$ cat src/rtl/stx_pkg.sv
package stx_pkg;

  typedef enum logic [1:0] {
    SH_IDLE = 2'd0,
    SH_WAIT = 2'd1,
    SH_SEND = 2'd2
  } sh_state_e;

  // Sub-ticks per bit for the chosen speed.
  function automatic int unsigned osr_ratio(logic hs, int unsigned hi, int unsigned lo);
    return hs ? hi : lo;
  endfunction

  // Clocks per bit for a divisor and speed.
  function automatic int unsigned bit_clocks(int unsigned div, logic hs,
                                             int unsigned hi, int unsigned lo);
    return (div + 1) * osr_ratio(hs, hi, lo);
  endfunction

  // Bits on the line for one frame: start, data, optional ninth, stop.
  function automatic int unsigned frame_bits(logic nine, int unsigned data_w);
    return data_w + (nine ? 3 : 2);
  endfunction

endpackage

$ cat src/rtl/stx_baud_gen.sv
module stx_baud_gen #(
  parameter int DIV_W  = 8,
  parameter int OSR_HI = 16,
  parameter int OSR_LO = 64
) (
  input  logic             clk,
  input  logic             rst_n,
  input  logic             run,
  input  logic             hs_select,
  input  logic [DIV_W-1:0] divisor,
  output logic             bit_tick
);
  import stx_pkg::*;

  localparam int OSR_W = $clog2(OSR_LO);

  logic [DIV_W-1:0] pre_q;
  logic [OSR_W-1:0] os_q;
  logic [OSR_W-1:0] os_last;
  logic             sub_tick;

  always_comb begin
    os_last  = OSR_W'(osr_ratio(hs_select, OSR_HI, OSR_LO) - 1);
    sub_tick = run && (pre_q == '0);
    bit_tick = sub_tick && (os_q == os_last);
  end

  always_ff @(posedge clk or negedge rst_n) begin
    if (!rst_n) begin
      pre_q <= '0;
      os_q  <= '0;
    end else if (!run) begin
      pre_q <= divisor;
      os_q  <= '0;
    end else begin
      pre_q <= sub_tick ? divisor : pre_q - 1'b1;
      if (sub_tick) os_q <= bit_tick ? '0 : os_q + 1'b1;
    end
  end

  assert_osr_wrap_R3: assert property (@(posedge clk) disable iff (!rst_n)
    bit_tick |=> (os_q == '0));

  assert_osr_advance_R3: assert property (@(posedge clk) disable iff (!rst_n)
    (sub_tick && !bit_tick) |=> (os_q == $past(os_q) + 1'b1));

endmodule

$ cat src/rtl/stx_hold_reg.sv
module stx_hold_reg #(
  parameter int DATA_W = 8
) (
  input  logic              clk,
  input  logic              rst_n,
  input  logic              wr_strobe,
  input  logic [DATA_W-1:0] wr_byte,
  input  logic              xfer,
  output logic              hold_valid,
  output logic [DATA_W-1:0] hold_data
);

  always_ff @(posedge clk or negedge rst_n) begin
    if (!rst_n) begin
      hold_valid <= 1'b0;
      hold_data  <= '0;
    end else if (wr_strobe) begin
      hold_valid <= 1'b1;
      hold_data  <= wr_byte;
    end else if (xfer) begin
      hold_valid <= 1'b0;
    end
  end

  assert_write_fills_R6: assert property (@(posedge clk) disable iff (!rst_n)
    wr_strobe |=> hold_valid);

  assert_only_write_clears_flag_R6: assert property (@(posedge clk) disable iff (!rst_n)
    (!hold_valid && !wr_strobe) |=> !hold_valid);

  assert_held_until_xfer_R5: assert property (@(posedge clk) disable iff (!rst_n)
    (hold_valid && !xfer) |=> hold_valid);

endmodule

$ cat src/rtl/stx_shifter.sv
module stx_shifter #(
  parameter int DATA_W = 8
) (
  input  logic              clk,
  input  logic              rst_n,
  input  logic              en,
  input  logic              bit_tick,
  input  logic              hold_valid,
  input  logic [DATA_W-1:0] hold_data,
  input  logic              nine_bit_mode,
  input  logic              ninth_val,
  output logic              xfer,
  output logic              shift_empty,
  output logic              line
);
  import stx_pkg::*;

  localparam int FRAME_W = DATA_W + 3;
  localparam int LEFT_W  = $clog2(FRAME_W + 1);

  sh_state_e           st_q;
  logic [FRAME_W-1:0]  frame_q;
  logic [LEFT_W-1:0]   left_q;
  logic                last_bit_done;

  function automatic logic [FRAME_W-1:0] build_frame(logic [DATA_W-1:0] d, logic nine,
                                                     logic b9);
    return {1'b1, (nine ? b9 : 1'b1), d, 1'b0};
  endfunction

  always_comb begin
    last_bit_done = (st_q == SH_SEND) && bit_tick && (left_q == LEFT_W'(1));
    xfer          = en && hold_valid && ((st_q == SH_IDLE) || last_bit_done);
    shift_empty   = (st_q == SH_IDLE);
    line          = (st_q == SH_SEND) ? frame_q[0] : 1'b1;
  end

  always_ff @(posedge clk or negedge rst_n) begin
    if (!rst_n) begin
      st_q    <= SH_IDLE;
      frame_q <= '1;
      left_q  <= '0;
    end else if (!en) begin
      st_q    <= SH_IDLE;
      frame_q <= '1;
      left_q  <= '0;
    end else if (xfer) begin
      frame_q <= build_frame(hold_data, nine_bit_mode, ninth_val);
      left_q  <= LEFT_W'(frame_bits(nine_bit_mode, DATA_W));
      st_q    <= (st_q == SH_IDLE) ? SH_WAIT : SH_SEND;
    end else begin
      unique case (st_q)
        SH_WAIT: if (bit_tick) st_q <= SH_SEND;
        SH_SEND: if (bit_tick) begin
          frame_q <= {1'b1, frame_q[FRAME_W-1:1]};
          left_q  <= left_q - 1'b1;
          if (left_q == LEFT_W'(1)) st_q <= SH_IDLE;
        end
        default: ;
      endcase
    end
  end

  assert_xfer_loads_R4: assert property (@(posedge clk) disable iff (!rst_n)
    xfer |=> !shift_empty);

  assert_disable_resets_R9: assert property (@(posedge clk) disable iff (!rst_n)
    !en |=> shift_empty);

  assert_chain_no_gap_R5: assert property (@(posedge clk) disable iff (!rst_n)
    (last_bit_done && xfer) |=> (st_q == SH_SEND && !line));

endmodule

$ cat src/rtl/serial_tx_dbuf.sv
module serial_tx_dbuf #(
  parameter int DATA_W = 8,
  parameter int DIV_W  = 8,
  parameter int OSR_HI = 16,
  parameter int OSR_LO = 64
) (
  input  logic              clk,
  input  logic              rst_n,
  input  logic              tx_enable,
  input  logic [DIV_W-1:0]  baud_div,
  input  logic              hs_select,
  input  logic              nine_bit_mode,
  input  logic              ninth_val,
  input  logic              wr_strobe,
  input  logic [DATA_W-1:0] wr_byte,
  input  logic              irq_enable,
  output logic              buf_empty,
  output logic              irq,
  output logic              shift_empty,
  output logic              ser_out,
  output logic              ser_oe
);

  logic              bit_tick;
  logic              xfer;
  logic              hold_valid;
  logic [DATA_W-1:0] hold_data;
  logic              line;

  stx_baud_gen #(.DIV_W(DIV_W), .OSR_HI(OSR_HI), .OSR_LO(OSR_LO)) u_baud (
    .clk       (clk),
    .rst_n     (rst_n),
    .run       (tx_enable),
    .hs_select (hs_select),
    .divisor   (baud_div),
    .bit_tick  (bit_tick)
  );

  stx_hold_reg #(.DATA_W(DATA_W)) u_hold (
    .clk        (clk),
    .rst_n      (rst_n),
    .wr_strobe  (wr_strobe),
    .wr_byte    (wr_byte),
    .xfer       (xfer),
    .hold_valid (hold_valid),
    .hold_data  (hold_data)
  );

  stx_shifter #(.DATA_W(DATA_W)) u_shift (
    .clk           (clk),
    .rst_n         (rst_n),
    .en            (tx_enable),
    .bit_tick      (bit_tick),
    .hold_valid    (hold_valid),
    .hold_data     (hold_data),
    .nine_bit_mode (nine_bit_mode),
    .ninth_val     (ninth_val),
    .xfer          (xfer),
    .shift_empty   (shift_empty),
    .line          (line)
  );

  always_comb begin
    buf_empty = !hold_valid;
    irq       = buf_empty && irq_enable;
    ser_oe    = tx_enable;
    ser_out   = line;
  end

  assert_abort_releases_R9: assert property (@(posedge clk) disable iff (!rst_n)
    !ser_oe |=> shift_empty);

  assert_idle_mark_R12: assert property (@(posedge clk) disable iff (!rst_n)
    (ser_oe && shift_empty) |-> ser_out);

  assert_irq_needs_flag_R7: assert property (@(posedge clk) disable iff (!rst_n)
    irq |-> !hold_valid);

endmodule

$ cat config.mk
export PLATFORM = sky130hd
export DESIGN_NAME = serial_tx_dbuf
export DESIGN_NICKNAME = d
export VERILOG_FILES = /design/src/rtl/stx_pkg.sv /design/src/rtl/stx_baud_gen.sv /design/src/rtl/stx_hold_reg.sv /design/src/rtl/stx_shifter.sv /design/src/rtl/serial_tx_dbuf.sv
export SDC_FILE = /design/constraint.sdc
export NUM_CORES = 1
export LEC_CHECK = 0
export BUFFER_PORTS_ARGS = -buffer_cell sky130_fd_sc_hd__buf_2
export CAP_MARGIN = 20
export CORE_MARGIN = 2
export CORE_UTILIZATION = 56
export DETAILED_ROUTE_END_ITERATION = 10
export PLACE_DENSITY = 0.84
export RECOVER_POWER = 50
export SKIP_LAST_GASP = 1
export SLEW_MARGIN = 20
export SYNTH_ARGS = -nofsm -noshare
export SYNTH_HDL_FRONTEND = slang
export SYNTH_SLANG_ARGS = --single-unit
$ cat constraint.sdc
create_clock -name clk -period 2.7 [get_ports clk]
set_input_delay 0.675 -clock clk [delete_from_list [all_inputs] [get_ports clk]]
set_output_delay 0.675 -clock clk [all_outputs]
set_load 0.01 [all_outputs]
==> results of run 1 <==
-- sequential cells by signal, summed over array words and instances (netlist names) --
| register | cells |
|---|---|
| u_baud.os_q | 6 |
| u_baud.pre_q | 8 |
| u_hold.hold_data | 8 |
| u_hold.hold_valid | 1 |
| u_shift.frame_q | 10 |
| u_shift.left_q | 4 |
| u_shift.st_q | 2 |
-- cell families (layout without fill, tap and decap cells) --
family / Yosys count / after routing / synth area share, %
adder cells (fa/ha/maj): 8 / 8 / 4.846
buffers and inverters: 21 / 53 / 4.119
XOR/XNOR: 9 / 9 / 3.816
flip-flops: 39 / 39 / 47.85
multiplexers: 6 / 6 / 3.089
AO/OA/AOI/OAI: 53 / 53 / 17.69
AND/OR/NAND/NOR: 71 / 71 / 18.60
-- final timing paths --
| kind | from | end | slack [ns] | depth (start not counted) |
|---|---|---|---|---|
| worst max register to register | u_baud.pre_q[2] | u_shift.left_q[1] | 0.29 | 5 |
| max in group asynchronous | rst_n | u_hold.hold_data[5] | 0.62 | 1 |
| worst min-delay path | u_shift.frame_q[1] | u_shift.frame_q[0] | 0.49 | 2 |
| min in group asynchronous | rst_n | u_baud.pre_q[4] | 0.94 | 1 |
| worst max-delay path | u_baud.pre_q[2] | u_shift.left_q[1] | 0.29 | 5 |
| worst min register to register | u_shift.frame_q[1] | u_shift.frame_q[0] | 0.49 | 2 |
-- stage by stage --
step,instance area (um2),hold slack (ns),setup slack (ns)
CTS,2349,0.4966,0.3048
global placement,2260,0.4748,0.3495
global route,2346,0.5245,0.1890
finish,2346,0.4932,0.2932
floorplan,2066,0.3794,0.4629
detailed placement,2260,0.4789,0.3354
-- placed cells by master (no fill, tap or decap), types with 2 or more instances in the layout --
cell         n
o21ai_0     21
mux2_2       3
nor3_1       3
a21o_1       2
inv_1       13
nand2_1     30
mux2i_1      3
nand2b_1     4
and3_1       2
a21boi_1     3
nor2_1       7
nand3b_1     3
or3b_2       3
buf_2       26
nor2b_1      2
dfrtp_1     29
xnor2_1      5
or3_1        4
a21boi_0     2
ha_1         8
dfstp_2     10
nand4_1      2
clkbuf_8     5
buf_4        4
a221o_1      6
clkinvlp_4   2
xor2_1       4
clkbuf_1     2
a21oi_1      8
nand3_1      4
-- power breakdown --
part           leakage [nW]  internal (mW)  total (mW)  switching (mW)
logic                 0.529          0.251       0.563           0.312
clock network        0.0402          0.180       0.398           0.218
registers             0.470          0.740       0.837          0.0969
total                  1.04           1.17        1.80           0.627
-- cell usage after synthesis, types with 4 or more instances --
cell type and number:
dfrtp_1 29, dfstp_2 10, nand2_1 30, a21oi_1 8, xnor2_1 5, inv_1 13, o21ai_0 21, nand3_1 4
nor2_1 7, nand2b_1 4, clkbuf_1 5, ha_1 8, a221o_1 6, or3_1 4, xor2_1 4
-- layout make-up --
cell class	count	area [um2]	area share, %
repair buffers	32	167.7	7.147
well taps	48	60.06	2.560
clock inverters	3	20.02	0.8533
clock buffers	5	68.82	2.933
inverters	13	48.80	2.080
multi-input cells	147	992.2	42.29
flip-flops and latches	39	988.4	42.13
-- worst max-delay path, stage by stage (launching register included) --
cell     delay (ns)
dfrtp_1        0.41
or4_1          0.70
nor3_4         0.44
a31o_2         0.35
and2_1         0.29
a22o_1         0.16
-- metal layers --
metal	part of all wire (%)	track usage (%)	wire length (um)	vias up
met5	0	0	0	-
met4	2.2	9.574	86	0
met3	4.0	4.861	160	9
met2	48	35.18	1896	40
met1	46	29.83	1828	782
li1	-	-	-	784
==> summary.md, run 1 <==
| Metric | Value |
|---|---|
| Status | `finished, violations left` |
| Ports | `29` |
| 1st-pass router iterations | `4` |
| Data required, critical path | `between 2 and 3 ns` |
| Vert. Die Dim | `between 60 and 70 um` |
| CTS Sinks | `39` |
| Peak Freq | `415.5 MHz` |
| Clk slew on worst S/H paths | `approximately 0.08 ns` |
| Synth area leader | `dfrtp_1` |
| PD cells | `between 700 and 800 nW/um2` |
| Final Wtd Congestion | `0.8578` |
| Core area | `3606 um2` |
| Die area | `roughly 4200 um2` |
| Syn. warnings | `0` |
| Starting Density | `a little under three fifths` |
| Fraction of layout cells with a size suffix above 1 | `25.52%` |
| Vias in the first global route | `~1.5k` |
| Netlist Area Pre-Place | `2066 um2` |
| Total GRT Usage | `22.36%` |
| Slew at the pin closest to its max-slew limit | `1.995 ns` |
| Net Count, Synth | `roughly 240` |
| Post-synth EDFFs | `0` |
| Total grt overflow | `0` |
| Layout fillers | `between 300 and 400` |
| Fin util | `65.06%` |
| Yosys reg bits | `39` |
| CTS buffer count | `5` |
| Global-route wire length before repair | `between 7 and 8 mm` |
| Nets | `270` |
| Finish-stage setup viols | `0` |
| Cts-stage hold buffer count | `0` |
| Largest net degree at the start of global routing | `40` |
| CTS tree | `yes` |
| Crit path max fanout | `9` |
| Root buffer cell | `clkbuf_8` |
| CP Data Arrival Time | `approximately 2.7 ns` |
| Diodes inserted | `0` |
| Initial antenna violation count | `0` |
| Htree depth | `2` |
| TNS Setup | `0 ns` |
| Most used DFF post-synth | `dfrtp_1` |
| Power, Total | `around 1.8 mW` |
| Drc violations | `0` |
| I/O Buffers | `28` |
| Max-cap violation count | `1` |
| Remaining antenna violation count | `0` |
| Finished Layout Cells | `287` |
| Dpl hpwl | `2.816 mm` |
| Top post-synthesis cells by area | `dfrtp_1 35%, dfstp_2 13%, nand2_1 5.5%, o21ai_0 5.1%, ha_1 4.8%` |
| P&R area growth vs syn | `13.57%` |
| Cell count after placement | `279` |
| Routed Wire Length | `3.971 mm` |
| Yosys cell types | `46` |
| DR vias | `1615` |
| Max-slew violations | `40` |
| CP Class | `flip-flop to flip-flop` |
| Worst-skew pair later-pin latency | `roughly 0.30 ns` |
| Cells after Synth | `207` |
| Syn Area/Cell | `9.979 um2` |
| Via density | `5.627` |
| FP Rows | `22` |
| Setup crit end kind | `flip-flop` |
| Synth async-reset ratio | `100.0%` |
| Failing checks | `max-capacitance violations, max-slew violations` |
| Setup Skew | `~0.009 ns` |
| Final min period | `2.407 ns` |
| Worst setup SP type | `flip-flop` |
| Synth top area share | `35.13%` |
| Clock buffer depth | `2` |
| Die W | `about 65 um` |
| Sequential fraction of the synthesis area | `between 40 and 50%` |
| VDD IR-drop max | `491.2 uV` |
| DR iter-0 viols | `76` |
| Final hold viol count | `0` |
| Final period util | `89.14%` |
| Worst slew margin | `-32.98%` |
| Worst min path class | `flip-flop to flip-flop` |
| RSZ-0062 raised after global routing | `false` |
| Post-CTS Setup Repair Bufs | `0` |
| Final routed wire length divided by cell count | `around 14 um` |
| Post-CTS Resized | `0` |
| Leak | `1.039 nW` |
No activity file was read; power rests on OpenSTA's default activity.
==> run 2, diff against run 1 <==
- CORE_ASPECT_RATIO: unset -> 1.75
- CORE_MARGIN: 2 -> unset
- REMOVE_ABC_BUFFERS: unset -> 1
==> summary.md, run 2 (same netlist as run 1, synthesis figures left out) <==
| Metric | Value |
|---|---|
| DR vias | `1588 (was 1615)` |
| VDD IR-drop max | `627.6 uV (was 491.2 uV)` |
| Finish-stage setup viols | `0 (unchanged)` |
| Power, Total | `1.805 mW (was 1.798 mW)` |
| Nets | `270 (unchanged)` |
| Regs by FF count | `u_shift.frame_q: 10 flops, u_baud.pre_q: 8 flops, u_hold.hold_data: 8 flops (unchanged)` |
| TNS Setup | `0 ns (unchanged)` |
| Vert. Die Dim | `82.35 um (was 64.74 um)` |
| DR iter-0 viols | `30 (was 76)` |
| Crit path max fanout | `9 (unchanged)` |
| Final period util | `86.32% (was 89.14%)` |
| Slowest-stage cell, CP | `or4_1 (unchanged)` |
| PD cells | `766.9 nW/um2 (was 766.2 nW/um2)` |
| 1st-pass router iterations | `4 (unchanged)` |
| CP Class | `flip-flop to flip-flop (unchanged)` |
| Via density | `5.592 (was 5.627)` |
| Leak | `1.050 nW (was 1.039 nW)` |
| Post-CTS Setup Repair Bufs | `0 (unchanged)` |
| RSZ-0062 raised after global routing | `false (unchanged)` |
| Register area | `988.4 um2 (unchanged)` |
| Die area | `3945 um2 (was 4191 um2)` |
| Final hold viol count | `0 (unchanged)` |
| Die W | `47.91 um (was 64.74 um)` |
| Failing checks | `max-capacitance violations, max-slew violations (unchanged)` |
| Fraction of layout cells with a size suffix above 1 | `25.10% (was 25.52%)` |
| Pre-CTS setup slack | `0.3278 ns (was 0.3354 ns)` |
| Max-slew violations | `40 (unchanged)` |
| Worst min path class | `flip-flop to flip-flop (unchanged)` |
| Final WS setup | `0.3695 ns (was 0.2932 ns)` |
| Final min period | `2.331 ns (was 2.407 ns)` |
| Slew at the pin closest to its max-slew limit | `1.972 ns (was 1.995 ns)` |
| Worst R2R Setup Slack | `0.37 ns (was 0.29 ns)` |
| CTS Sinks | `39 (unchanged)` |
| Worst Reg-to-Reg Cells | `5 (unchanged)` |
| Root buffer cell | `clkbuf_8 (unchanged)` |
| Total grt overflow | `0 (unchanged)` |
| Setup crit end kind | `flip-flop (unchanged)` |
| Max reg flops | `10 (unchanged)` |
| Worst-skew pair later-pin latency | `0.28 ns (was 0.30 ns)` |
| Post-CTS Resized | `0 (unchanged)` |
| Biggest register | `u_shift.frame_q (unchanged)` |
| Ports | `29 (unchanged)` |
| CP Data Arrival Time | `2.55 ns (was 2.65 ns)` |
| Dpl hpwl | `2.802 mm (was 2.816 mm)` |
| CP max stage delay | `0.69 ns (was 0.70 ns)` |
| CTS buffer count | `5 (unchanged)` |
| Cts-stage hold buffer count | `0 (unchanged)` |
| Vias in the first global route | `1606 (was 1541)` |
| Total GRT Usage | `22.89% (was 22.36%)` |
| Total stage count of the critical path | `5 (unchanged)` |
| Cell count after placement | `276 (was 279)` |
| Routed Wire Length | `3.760 mm (was 3.971 mm)` |
| Peak Freq | `429.1 MHz (was 415.5 MHz)` |
| Commonest cells after routing, fill and taps aside | `30 x nand2_1, 29 x dfrtp_1, 26 x buf_2, 21 x o21ai_0, 13 x inv_1 (unchanged)` |
| Diodes inserted | `0 (unchanged)` |
| Core area | `3433 um2 (was 3606 um2)` |
| Htree depth | `2 (unchanged)` |
| Remaining antenna violation count | `0 (unchanged)` |
| Drc violations | `0 (unchanged)` |
| Worst slew margin | `-31.46% (was -32.98%)` |
| I/O Buffers | `28 (unchanged)` |
| Commonest non-fill, non-tap cell in the layout | `nand2_1 (unchanged)` |
| Global-route wire length before repair | `6.548 mm (was 7.058 mm)` |
| Worst setup SP type | `flip-flop (unchanged)` |
| Worst hold stages | `2 (unchanged)` |
| Cell chain of the critical path | `or4_1 -> nor3_4 -> a31o_2 -> and2_1 -> a22o_1 (unchanged)` |
| Final Wtd Congestion | `0.7972 (was 0.8578)` |
| Layout fillers | `299 (was 302)` |
| Final routed wire length divided by cell count | `13.24 um (was 13.84 um)` |
| Clock buffer depth | `2 (unchanged)` |
| Crit path max-delay family | `simple AND/OR/NAND/NOR gates (unchanged)` |
| Max-cap violation count | `1 (unchanged)` |
| P&R area growth vs syn | `13.93% (was 13.57%)` |
| CTS tree | `yes (unchanged)` |
| Status | `finished, violations left (unchanged)` |
| Largest net degree at the start of global routing | `40 (unchanged)` |
| Starting Density | `60.17% (was 57.29%)` |
| Multi-input gate area | `992.2 um2 (unchanged)` |
| Data required, critical path | `2.92 ns (was 2.94 ns)` |
| Initial antenna violation count | `0 (unchanged)` |
| CP bufs+invs | `0 (unchanged)` |
| Setup Skew | `0.006139 ns (was 0.009030 ns)` |
| Finished Layout Cells | `284 (was 287)` |
| Clk slew on worst S/H paths | `0.07 ns (was 0.08 ns)` |
| FP Rows | `28 (was 22)` |
==> run 2: changes by cell type in the layout (fill, tap and decap cells not counted), sizes merged <==
cell / previous run / this run
clkbuf: 7 / 10
clkinv: 1 / 0
clkinvlp: 2 / 0
==> run 2: power breakdown <==
part	internal, mW	switching (mW)
combinational	0.249	0.309
clock	0.233	0.181
sequential	0.740	0.0931
total	1.22	0.583
==> run 2: metal layers <==
metal,vias up,global-route usage (%),wire [um]
li1,788,-,-
met1,769,26.47,1564
met2,29,40.68,2069
met3,2,4.348,106
met4,0,6.944,19
met5,-,0,0
==> run 2: worst paths after layout <==
kind,startpoint,endpoint
max reg2reg,u_baud.pre_q[2],u_shift.left_q[1]
max,u_baud.pre_q[2],u_shift.left_q[1]
min reg2reg,u_shift.frame_q[1],u_shift.frame_q[0]
min,u_shift.frame_q[1],u_shift.frame_q[0]
max in group asynchronous,rst_n,u_hold.hold_data[5]
min in group asynchronous,rst_n,u_baud.os_q[3]
==> run 2: worst register-to-register path, stage by stage, from the launching register on <==
cell and delay [ns]:
dfrtp_1 0.41, or4_1 0.69, nor3_4 0.44, a31o_2 0.34, and2_1 0.24, a22o_1 0.15
==> run 2: final cells by class <==
class	instances	area share, %
tap	45	2.392
sequential	39	42.00
timing repair buffer	32	7.124
clock buffer	8	4.253
inverter	13	2.073
multi-input combinational	147	42.16
==> run 2: metrics by stage <==
step / hold WS (ns) / utilization, % / cell area, um2
2_1_floorplan: 0.3794 / - / 2029
3_3_place_gp: 0.4775 / 65.71 / 2256
3_5_place_dp: 0.4859 / 65.71 / 2256
4_1_cts: 0.5158 / 68.62 / 2356
5_1_grt: 0.5363 / 68.55 / 2354
6_report: 0.5133 / 68.55 / 2354
